[src/rtl/pwm_wg_pkg.sv]
package pwm_wg_pkg;

  typedef enum logic [1:0] {
    CNT_UP   = 2'd0,
    CNT_DOWN = 2'd1,
    CNT_UPDN = 2'd2
  } cnt_mode_e;

  typedef enum logic [1:0] {
    ACT_NONE   = 2'd0,
    ACT_LOW    = 2'd1,
    ACT_HIGH   = 2'd2,
    ACT_TOGGLE = 2'd3
  } act_e;

  typedef enum logic [1:0] {
    LD_PERIOD = 2'd0,
    LD_IMM    = 2'd1,
    LD_WINDOW = 2'd2,
    LD_CENTRE = 2'd3
  } ld_mode_e;

  // event slots in action priority order
  localparam int EV_ZERO = 0;
  localparam int EV_PRD  = 1;
  localparam int EV_CMPU = 2;
  localparam int EV_CMPD = 3;
  localparam int N_EV    = 4;

  function automatic logic apply_act(input logic [1:0] code, input logic cur);
    logic res;
    case (code)
      ACT_LOW:    res = 1'b0;
      ACT_HIGH:   res = 1'b1;
      ACT_TOGGLE: res = ~cur;
      default:    res = cur;
    endcase
    return res;
  endfunction

endpackage

[src/rtl/pwm_wg_prescaler.sv]
module pwm_wg_prescaler #(
  parameter int PSC_W = 12
) (
  input  logic             clk_i,
  input  logic             rst_ni,
  input  logic             en_i,
  input  logic             clr_i,
  input  logic [PSC_W-1:0] psc_i,
  output logic             tick_o
);

  logic [PSC_W-1:0] div_q;

  // >= keeps the divider from running a full wrap when psc_i shrinks
  assign tick_o = en_i && (div_q >= psc_i);

  always_ff @(posedge clk_i or negedge rst_ni) begin
    if (!rst_ni) begin
      div_q <= '0;
    end else if (clr_i || !en_i || tick_o) begin
      div_q <= '0;
    end else begin
      div_q <= div_q + 1'b1;
    end
  end

endmodule

[src/rtl/pwm_wg_timebase.sv]
module pwm_wg_timebase
  import pwm_wg_pkg::*;
#(
  parameter int CNT_W = 16
) (
  input  logic             clk_i,
  input  logic             rst_ni,
  input  logic             tick_i,
  input  logic             clr_i,
  input  logic [1:0]       mode_i,
  input  logic [CNT_W-1:0] prd_i,
  input  logic [CNT_W-1:0] cmp_i,
  output logic [CNT_W-1:0] cnt_o,
  output logic             dir_up_o,
  output logic [N_EV-1:0]  ev_o,
  output logic             bound_o,
  output logic             centre_o
);

  logic [CNT_W-1:0] cnt_q, cnt_d;
  logic             dir_q, dir_d;
  logic             run, is_down, is_ud, is_up;
  logic             at_top, at_bot, at_cmp, rising, live;

  assign run     = (prd_i != '0);
  assign is_down = (mode_i == CNT_DOWN);
  assign is_ud   = (mode_i == CNT_UPDN);
  assign is_up   = !is_down && !is_ud;
  assign at_top  = (cnt_q >= prd_i);
  assign at_bot  = (cnt_q == '0);
  assign at_cmp  = (cnt_q == cmp_i);
  assign rising  = is_up || (is_ud && dir_q);
  assign live    = tick_i && run;

  assign ev_o[EV_ZERO] = live && at_bot;
  assign ev_o[EV_PRD]  = live && (cnt_q == prd_i) && (!is_ud || dir_q);
  assign ev_o[EV_CMPU] = live && at_cmp && rising;
  assign ev_o[EV_CMPD] = live && at_cmp && !rising;

  // end of a PWM cycle; a stopped counter loads on any tick
  assign bound_o  = tick_i && (!run || (is_up && at_top) || (!is_up && at_bot));
  assign centre_o = live && is_ud && dir_q && at_top;

  always_comb begin
    cnt_d = cnt_q;
    dir_d = dir_q;
    if (!run) begin
      cnt_d = '0;
      dir_d = 1'b1;
    end else if (is_up) begin
      cnt_d = at_top ? '0 : cnt_q + 1'b1;
      dir_d = 1'b1;
    end else if (is_down) begin
      cnt_d = at_bot ? prd_i : cnt_q - 1'b1;
    end else if (dir_q) begin
      if (at_top) begin
        cnt_d = prd_i - 1'b1;
        dir_d = 1'b0;
      end else begin
        cnt_d = cnt_q + 1'b1;
      end
    end else begin
      if (at_bot) begin
        cnt_d = {{(CNT_W-1){1'b0}}, 1'b1};
        dir_d = 1'b1;
      end else begin
        cnt_d = cnt_q - 1'b1;
      end
    end
  end

  always_ff @(posedge clk_i or negedge rst_ni) begin
    if (!rst_ni) begin
      cnt_q <= '0;
      dir_q <= 1'b1;
    end else if (clr_i) begin
      cnt_q <= '0;
      dir_q <= 1'b1;
    end else if (tick_i) begin
      cnt_q <= cnt_d;
      dir_q <= dir_d;
    end
  end

  assign cnt_o    = cnt_q;
  assign dir_up_o = dir_q;

endmodule

[src/rtl/pwm_wg_shadow.sv]
module pwm_wg_shadow
  import pwm_wg_pkg::*;
#(
  parameter int W = 16
) (
  input  logic         clk_i,
  input  logic         rst_ni,
  input  logic         wr_i,
  input  logic [W-1:0] val_i,
  input  logic [1:0]   policy_i,
  input  logic         win_i,
  input  logic         bound_i,
  input  logic         centre_i,
  output logic [W-1:0] val_o
);

  logic [W-1:0] shd_q, act_q;
  logic         pend_q, armed_q, load;

  always_comb begin
    case (policy_i)
      LD_PERIOD: load = bound_i && pend_q;
      LD_WINDOW: load = bound_i && armed_q;
      LD_CENTRE: load = (bound_i || centre_i) && pend_q;
      default:   load = 1'b0;
    endcase
  end

  always_ff @(posedge clk_i or negedge rst_ni) begin
    if (!rst_ni) begin
      shd_q   <= '0;
      act_q   <= '0;
      pend_q  <= 1'b0;
      armed_q <= 1'b0;
    end else begin
      if (load) begin
        act_q   <= shd_q;
        pend_q  <= 1'b0;
        armed_q <= 1'b0;
      end
      if (win_i) armed_q <= 1'b1;
      if (wr_i) begin
        shd_q <= val_i;
        if (policy_i == LD_IMM) begin
          act_q  <= val_i;
          pend_q <= 1'b0;
        end else begin
          pend_q <= 1'b1;
        end
      end
    end
  end

  assign val_o = act_q;

endmodule

[src/rtl/pwm_wg_action.sv]
module pwm_wg_action
  import pwm_wg_pkg::*;
(
  input  logic                 clk_i,
  input  logic                 rst_ni,
  input  logic [N_EV-1:0]      ev_i,
  input  logic [N_EV-1:0][1:0] act_i,
  output logic                 pwm_o
);

  logic pwm_q, pwm_d;

  // later slots override earlier ones
  always_comb begin
    pwm_d = pwm_q;
    for (int e = 0; e < N_EV; e++) begin
      if (ev_i[e]) pwm_d = apply_act(act_i[e], pwm_d);
    end
  end

  always_ff @(posedge clk_i or negedge rst_ni) begin
    if (!rst_ni) pwm_q <= 1'b0;
    else         pwm_q <= pwm_d;
  end

  assign pwm_o = pwm_q;

endmodule

[src/rtl/pwm_wg_top.sv]
module pwm_wg_top
  import pwm_wg_pkg::*;
#(
  parameter int CNT_W = 16,
  parameter int PSC_W = 12
) (
  input  logic             clk_i,
  input  logic             rst_ni,
  input  logic             en_i,
  input  logic [1:0]       cnt_mode_i,
  input  logic [PSC_W-1:0] psc_i,
  input  logic [CNT_W-1:0] period_i,
  input  logic [CNT_W-1:0] cmp_i,
  input  logic             wr_i,
  input  logic [1:0]       ld_mode_i,
  input  logic             ld_win_i,
  input  logic             cnt_clr_i,
  input  logic [1:0]       act_zero_i,
  input  logic [1:0]       act_cmpu_i,
  input  logic [1:0]       act_prd_i,
  input  logic [1:0]       act_cmpd_i,
  output logic             pwm_o,
  output logic [CNT_W-1:0] cnt_o,
  output logic             dir_up_o,
  output logic             ev_zero_o,
  output logic             ev_cmpu_o,
  output logic             ev_prd_o,
  output logic             ev_cmpd_o
);

  localparam int IDX_PRD = 0;
  localparam int IDX_CMP = 1;
  localparam int N_SHD   = 2;

  logic                        tick, bound, centre;
  logic [N_SHD-1:0][CNT_W-1:0] wr_val, act_val;
  logic [CNT_W-1:0]            prd_act, cmp_act;
  logic [N_EV-1:0]             ev;
  logic [N_EV-1:0][1:0]        act_code;

  pwm_wg_prescaler #(.PSC_W(PSC_W)) i_psc (
    .clk_i  (clk_i),
    .rst_ni (rst_ni),
    .en_i   (en_i),
    .clr_i  (cnt_clr_i),
    .psc_i  (psc_i),
    .tick_o (tick)
  );

  assign wr_val[IDX_PRD] = period_i;
  assign wr_val[IDX_CMP] = cmp_i;

  for (genvar g = 0; g < N_SHD; g++) begin : g_shd
    pwm_wg_shadow #(.W(CNT_W)) i_shd (
      .clk_i    (clk_i),
      .rst_ni   (rst_ni),
      .wr_i     (wr_i),
      .val_i    (wr_val[g]),
      .policy_i (ld_mode_i),
      .win_i    (ld_win_i),
      .bound_i  (bound),
      .centre_i (centre),
      .val_o    (act_val[g])
    );
  end

  assign prd_act = act_val[IDX_PRD];
  assign cmp_act = act_val[IDX_CMP];

  pwm_wg_timebase #(.CNT_W(CNT_W)) i_tb (
    .clk_i    (clk_i),
    .rst_ni   (rst_ni),
    .tick_i   (tick),
    .clr_i    (cnt_clr_i),
    .mode_i   (cnt_mode_i),
    .prd_i    (prd_act),
    .cmp_i    (cmp_act),
    .cnt_o    (cnt_o),
    .dir_up_o (dir_up_o),
    .ev_o     (ev),
    .bound_o  (bound),
    .centre_o (centre)
  );

  assign act_code[EV_ZERO] = act_zero_i;
  assign act_code[EV_PRD]  = act_prd_i;
  assign act_code[EV_CMPU] = act_cmpu_i;
  assign act_code[EV_CMPD] = act_cmpd_i;

  pwm_wg_action i_act (
    .clk_i  (clk_i),
    .rst_ni (rst_ni),
    .ev_i   (ev),
    .act_i  (act_code),
    .pwm_o  (pwm_o)
  );

  assign ev_zero_o = ev[EV_ZERO];
  assign ev_prd_o  = ev[EV_PRD];
  assign ev_cmpu_o = ev[EV_CMPU];
  assign ev_cmpd_o = ev[EV_CMPD];

endmodule

[config.mk]
export PLATFORM = sky130hd
export DESIGN_NAME = pwm_wg_top
export DESIGN_NICKNAME = d
export VERILOG_FILES = /design/src/rtl/pwm_wg_pkg.sv /design/src/rtl/pwm_wg_prescaler.sv /design/src/rtl/pwm_wg_timebase.sv /design/src/rtl/pwm_wg_shadow.sv /design/src/rtl/pwm_wg_action.sv /design/src/rtl/pwm_wg_top.sv
export SDC_FILE = /design/constraint.sdc
export NUM_CORES = 1
export LEC_CHECK = 0
export ABC_AREA = 1
export ABC_CLOCK_PERIOD_IN_PS = 5600
export BUFFER_PORTS_ARGS = -buffer_cell sky130_fd_sc_hd__buf_2
export CAP_MARGIN = 40
export CORE_AREA = 2 2 136 138
export CTS_CLUSTER_DIAMETER = 50
export DETAILED_ROUTE_END_ITERATION = 10
export DIE_AREA = 0 0 138 140
export GPL_ROUTABILITY_DRIVEN = 0
export GPL_TIMING_DRIVEN = 0
export PLACE_DENSITY = 0.68
export SYNTH_ARGS = -nofsm -noshare
export SYNTH_HDL_FRONTEND = slang
export SYNTH_SLANG_ARGS = --single-unit
export TNS_END_PERCENT = 20
[constraint.sdc]
create_clock -name clk_i -period 5.6 [get_ports clk_i]
set_input_delay 1.12 -clock clk_i [delete_from_list [all_inputs] [get_ports clk_i]]
set_output_delay 1.12 -clock clk_i [all_outputs]
set_load 0.01 [all_outputs]
# Word level (Yosys, flattened, before mapping)
# Index checks and enable logic that the tools add are counted.
[word_totals]
reg_bits = 98
inputBits = 62
out_inout_bits = 22
elab_cells = 128
[op_classes]
addsub = 4
magnitude_cmp = 2
eq_ne = 20
mux = 42
bitwise = 4
n_reduce_logical = 44
[op_table]
columns = ["op", "count"]
rows = [
  ["$mux W16", 16],
  ["$eq A16 B16 Y1", 2],
  ["$sub A16 B1 Y16 const B", 2],
  ["$eq A2 B2 Y1 const B", 11],
  ["$logic_and A1 B1 Y1", 22],
  ["$mux W1", 19],
  ["$pmux W1 S3", 6],
  ["$add A16 B1 Y16 const B", 1],
  ["$ge A16 B16 Y1", 1],
  ["$logic_not A16 Y1", 1],
  ["$reduce_bool A16 Y1", 1],
  ["$add A12 B1 Y12 const B", 1],
  ["$eq A2 B1 Y1 const B", 6],
  ["$ge A12 B12 Y1", 1],
  ["$mux W12", 1],
  ["$reduce_bool A2 Y1", 5],
  ["$logic_or A1 B1 Y1", 7],
  ["$logic_not A1 Y1", 6],
  ["$ne A4 B4 Y1 const B", 1],
  ["$not A1 Y1", 4],
  ["$logic_not A2 Y1", 1],
  ["$reduce_and A2 Y1", 1],
]

# Depth between registers and ports, before layout
[logic_depth]
word_depth = 14
depth_mapped = 23
mapped_depth_nobuf = 22

# Cells and area by module
# Synthesis repeated with hierarchy kept, for this count alone.
[unflattened]
hier_cells = 1099
area_unflattened_um2 = 7536.0
[by_module_without_submodules]
columns = ["mod", "instances", "cells_per_inst", "area_per_inst_um2", "seq_area_each_um2"]
rows = [
  ["pwm_wg_timebase", 1, 557, 3295.7, 426.7],
  ["pwm_wg_shadow", 2, 198, 1599.0, 850.8],
  ["pwm_wg_prescaler", 1, 122, 925.9, 300.3],
  ["pwm_wg_action", 1, 24, 116.4, 25.0],
]

# Least setup slack after synthesis
# OpenSTA, ideal clock, no wires.
[synth_timing]
path_kind = "in2out"
start = "input psc_i[11]"
end = "output ev_cmpd_o"
arrival_time_ps = 2437
t_required_ps = 4480
path_slack_ps = 2043
stages = 12
n_path_buf = 0
cell_sequence = "inv_1 ha_1 nand2_1 nor2_2 nand2_1 nor2_1 nor2_1 nand2_1 nand2_2 nor2_4 inv_1 nor4_2"
[synth_between]
elab_chain_len = 5
[synth_rtl]
columns = ["element", "line", "rtl"]
rows = [
  ["start, declared", "pwm_wg_top.sv:11", "input logic [PSC_W-1:0] psc_i,"],
  ["$ge A12 B12 Y1", "pwm_wg_prescaler.sv:15", "assign tick_o = en_i && (div_q >= psc_i);"],
  ["$logic_and A1 B1 Y1", "pwm_wg_prescaler.sv:15", ""],
  ["$logic_and A1 B1 Y1", "pwm_wg_timebase.sv:33", "assign live = tick_i && run;"],
  ["$logic_and A1 B1 Y1 (2 in series)", "pwm_wg_timebase.sv:38", "assign ev_o[EV_CMPD] = live && at_cmp && !rising;"],
  ["end, declared", "pwm_wg_top.sv:28", "output logic ev_cmpd_o"],
]
# No other way between the ends.

# Worst setup path after layout
# Ends and elaborated chain as after synthesis.

==> metrics.md <==
| Metric | Value |
|---|---|
| PortBufs | 82 |
| Top delay family on crit path | simple AND/OR/NAND/NOR gates |
| Synth area leaders | dfrtp_1, nand2_1, inv_1, ha_1, nand3_1 |
| Drt wl/cell | 15.2 µm |
| CTS Hold Bufs | 0 |
| CP Launch Type | input port |
| Max cap viols | 0 |
| Vias in the first global route | approximately 6400 |
| Largest net degree at the start of global routing | 67 |
| Mapped cell area | 0.00701 mm² |
| Status | completed |
| Most frequent cells in the layout | nand2_1, inv_1, nor2_1 |
| DP Wirelength | roughly 16 mm |
| CP Buf/Inv Count | 4 |
| Clock transition at path regs | 0.07 ns |
| Setup bufs post-CTS | 0 |
| Root buf cell | clkbuf_16 |
| Via count | ~7000 |
| Lkg Pwr | 4.22 nW |
| GR Overflow Total | 0 |
| Layout Nets | between 1000 and 1500 |
| Ordered list of cells on the worst path | buf_2 -> inv_1 -> ha_1 -> nand2_1 -> nor2_2 -> nand2_1 -> nor2_1 -> nand2_1 -> nand2_1 -> nand2_2 -> nor2_4 -> inv_1 -> nor4_2 -> buf_2 |
| Setup violators final | 0 |
| Worst Skew | 0.00712 ns |
| Die Height | 140 µm |
| Site Rows | 49 |
| Flops & latches, synth | 98 |
| CP Class | input port to output port |
| CP Capture Type | output port |
| Post-synth cell types | 43 |
| Post-Syn Nets | 1089 |
| Area delta synth->final | 14.2% |
| Initial Util | 39.5% |
| CP max stage delay | 0.28 ns |
| Most Frequent Cell on Critical Path | nand2_1 |
| RSZ-0062 raised after global routing | false |
| Slew Viols, Final | 0 |
| Avg Cell Area, Syn | 7.10 µm² |
| CTS max path bufs | 2 |
| Fillers | ~1900 |
| H-Tree Level Count | 3 |
| Post-synthesis cell count | about 990 |
| Commonest non-fill, non-tap cell in the layout | nand2_1 |
| Via/cell ratio | 5.17 |
| Synth Warn # | 0 |
| DRT Pass-1 Iters | 5 |
| Diodes inserted | 0 |
| Slowest CP cell | ha_1 |
| Final wirelength | 20.1 mm |
| Worst-margin pin slew | about 0.74 ns |
| Worst Path Arrival | roughly 2.9 ns |
| HP Class | register to register |
| NetSw | 0.000559 W |
| Sw Ratio | 31.8% |
| Layout cells sized above 1 | 14.7% |
| Share of Yosys cell area claimed by the top area cell type | between 30% and 40% |
| Post-CTS Resized | 0 |
| Routed Antenna Nets | 0 |
| Cell Int Power | 0.00120 W |
| Fmax | 249 MHz |
| Tcrit/Tclk final | 71.9% |
| Post-synthesis sequential area ratio | 35.0% |
| CP Max Fanout | 8 |
| First-pass GRT wire length | 32.7 mm |
| Worst skew pair latency | about 0.35 ns |
| Final Hold Vio Count | 0 |
| Clock share of power | 33.1% |
| Full die area | 0.0193 mm² |
| Rel. slew slack | 50.5% |
| Antenna violations before repair | 0 |
| Comb pwr share | about 20% |
| Cell Count, Final, Fillers Out | 1316 |
| Cts bufs inserted | 9 |
| Global-route usage over all layers | 21.0% |
| CP required | 4.48 ns |
| Pwr/cell area | around 220 mW/mm² |
| IO Count | 84 |
| CTS tree | done |
| Minimum clock period after layout | 4.02 ns |
| Flop pwr share | 46.4% |
| Largest area contributor in the netlist | dfrtp_1 |
| Die W | 138 µm |
| Core Region | 0.0178 mm² |
| DR DRC count | 0 |
| Iter 0 DRT Violations | ~710 |
| Clock Sinks | 98 |
| VDD IR max | 0.000139 V |
| Fin Setup TNS | 0 ns |
| Total placed cells including tap cells | between 1000 and 1500 |
-- cells by family (layout without fill, tap and decap cells) --
kind of cell	Yosys count	after routing	synth area share [%]
flops	98	98	35.0
fa+ha+maj	39	39	6.96
simple gates	497	497	31.6
xor+xnor	38	38	4.74
compound gates	143	143	11.6
buf+inv	173	272	10.1
-- final cells by class --
| class | instances | area (µm²) | share of cell area (%) |
|---|---|---|---|
| sequential | 98 | 2450 | 30.6 |
| buffer | 36 | 194 | 2.42 |
| clock buffer | 10 | 229 | 2.86 |
| tap | 229 | 287 | 3.58 |
| timing repair buffer | 83 | 440 | 5.50 |
| multi-input combinational | 717 | 3850 | 48.1 |
| clock inverter | 6 | 41.3 | 0.515 |
| inverter | 137 | 514 | 6.42 |
-- path summary, 6_finish.rpt --
check / startpoint / depth (start not counted) / end / slack (ns)
setup / recovery: psc_i[11] / 14 / ev_cmpd_o / 1.58
hold / removal: g_shd[1].i_shd.shd_q[14]$_DFFE_PN0P_ / 2 / g_shd[1].i_shd.shd_q[14]$_DFFE_PN0P_ / 0.48
setup reg to reg: i_tb.cnt_o[0]$_DFFE_PN0P_ / 15 / i_tb.cnt_o[10]$_DFFE_PN0P_ / 2.51
hold reg to reg: g_shd[1].i_shd.shd_q[14]$_DFFE_PN0P_ / 2 / g_shd[1].i_shd.shd_q[14]$_DFFE_PN0P_ / 0.48
max in group asynchronous: rst_ni / 2 / g_shd[1].i_shd.val_o[12]$_DFF_PN0_ / 4.19
min in group asynchronous: rst_ni / 1 / i_psc.div_q[11]$_DFF_PN0_ / 0.72
-- synth_stat cells, drive strengths merged --
| cell type | number |
|---|---|
| a22oi | 1 |
| a21oi | 21 |
| o31ai | 1 |
| o21a | 1 |
| and3 | 1 |
| buf | 16 |
| ha | 39 |
| nor4 | 4 |
| o211ai | 12 |
| dfstp | 1 |
| or2 | 5 |
| nor2 | 116 |
| a31oi | 3 |
| inv | 135 |
| nand3b | 3 |
| o21ai | 82 |
| o2111ai | 6 |
| a2111oi | 1 |
| nand2 | 244 |
| xnor2 | 13 |
| dfrtp | 97 |
| o21bai | 1 |
| a21o | 2 |
| clkbuf | 20 |
| clkinv | 2 |
| nor3b | 4 |
| nand4 | 13 |
| o22ai | 10 |
| nor3 | 15 |
| nand3 | 92 |
| xor2 | 25 |
| o311ai | 2 |
-- worst min-delay path, stage by stage, from the launching register on --
cell and delay (ns):
dfrtp_1 0.35, nand2_1 0.05, nand2_1 0.05
-- sequential cells by signal, summed over array words and instances, names as in the netlist --
signal and cells:
g_shd.i_shd.val_o 32, g_shd.i_shd.pend_q 2, g_shd.i_shd.shd_q 32, i_tb.cnt_o 16
i_tb.dir_up_o 1, g_shd.i_shd.armed_q 2, i_psc.div_q 12, i_act.pwm_o 1
-- metal layers --
layer	vias up	part of all wire, %	GRT usage (%)
li1	3383	-	-
met1	3077	45	29.5
met2	297	44	32.6
met3	45	7.9	3.59
met4	0	3.0	7.95
met5	-	0	0
-- per-stage QoR --
| step | worst slack [ns] | hold slack [ns] | power [W] | utilization, % | cell area [µm²] |
|---|---|---|---|---|---|
| 6_report | 1.58 | 0.476 | 0.00176 | 45.1 | 8010 |
| 2_1_floorplan | 2.04 | 0.442 | 0.00105 | - | 7010 |
| 3_5_place_dp | 1.55 | 0.463 | 0.00118 | 43.5 | 7740 |
| 4_1_cts | 1.55 | 0.477 | 0.00176 | 45.1 | 8010 |
| 3_3_place_gp | 1.59 | 0.454 | 0.00117 | 43.4 | 7710 |
| 5_1_grt | 1.32 | 0.505 | 0.00186 | 45.1 | 8010 |
-- power groups by stage --
stage          logic, W  clock network [W]  registers, W
2_1_floorplan  0.000239                  0      0.000813
3_3_place_gp   0.000346                  0      0.000826
3_5_place_dp   0.000355                  0      0.000827
4_1_cts        0.000357           0.000592      0.000814
5_1_grt        0.000409           0.000626      0.000822
6_report       0.000361           0.000582      0.000815
Note: power is estimated with default switching activity, not from simulation.
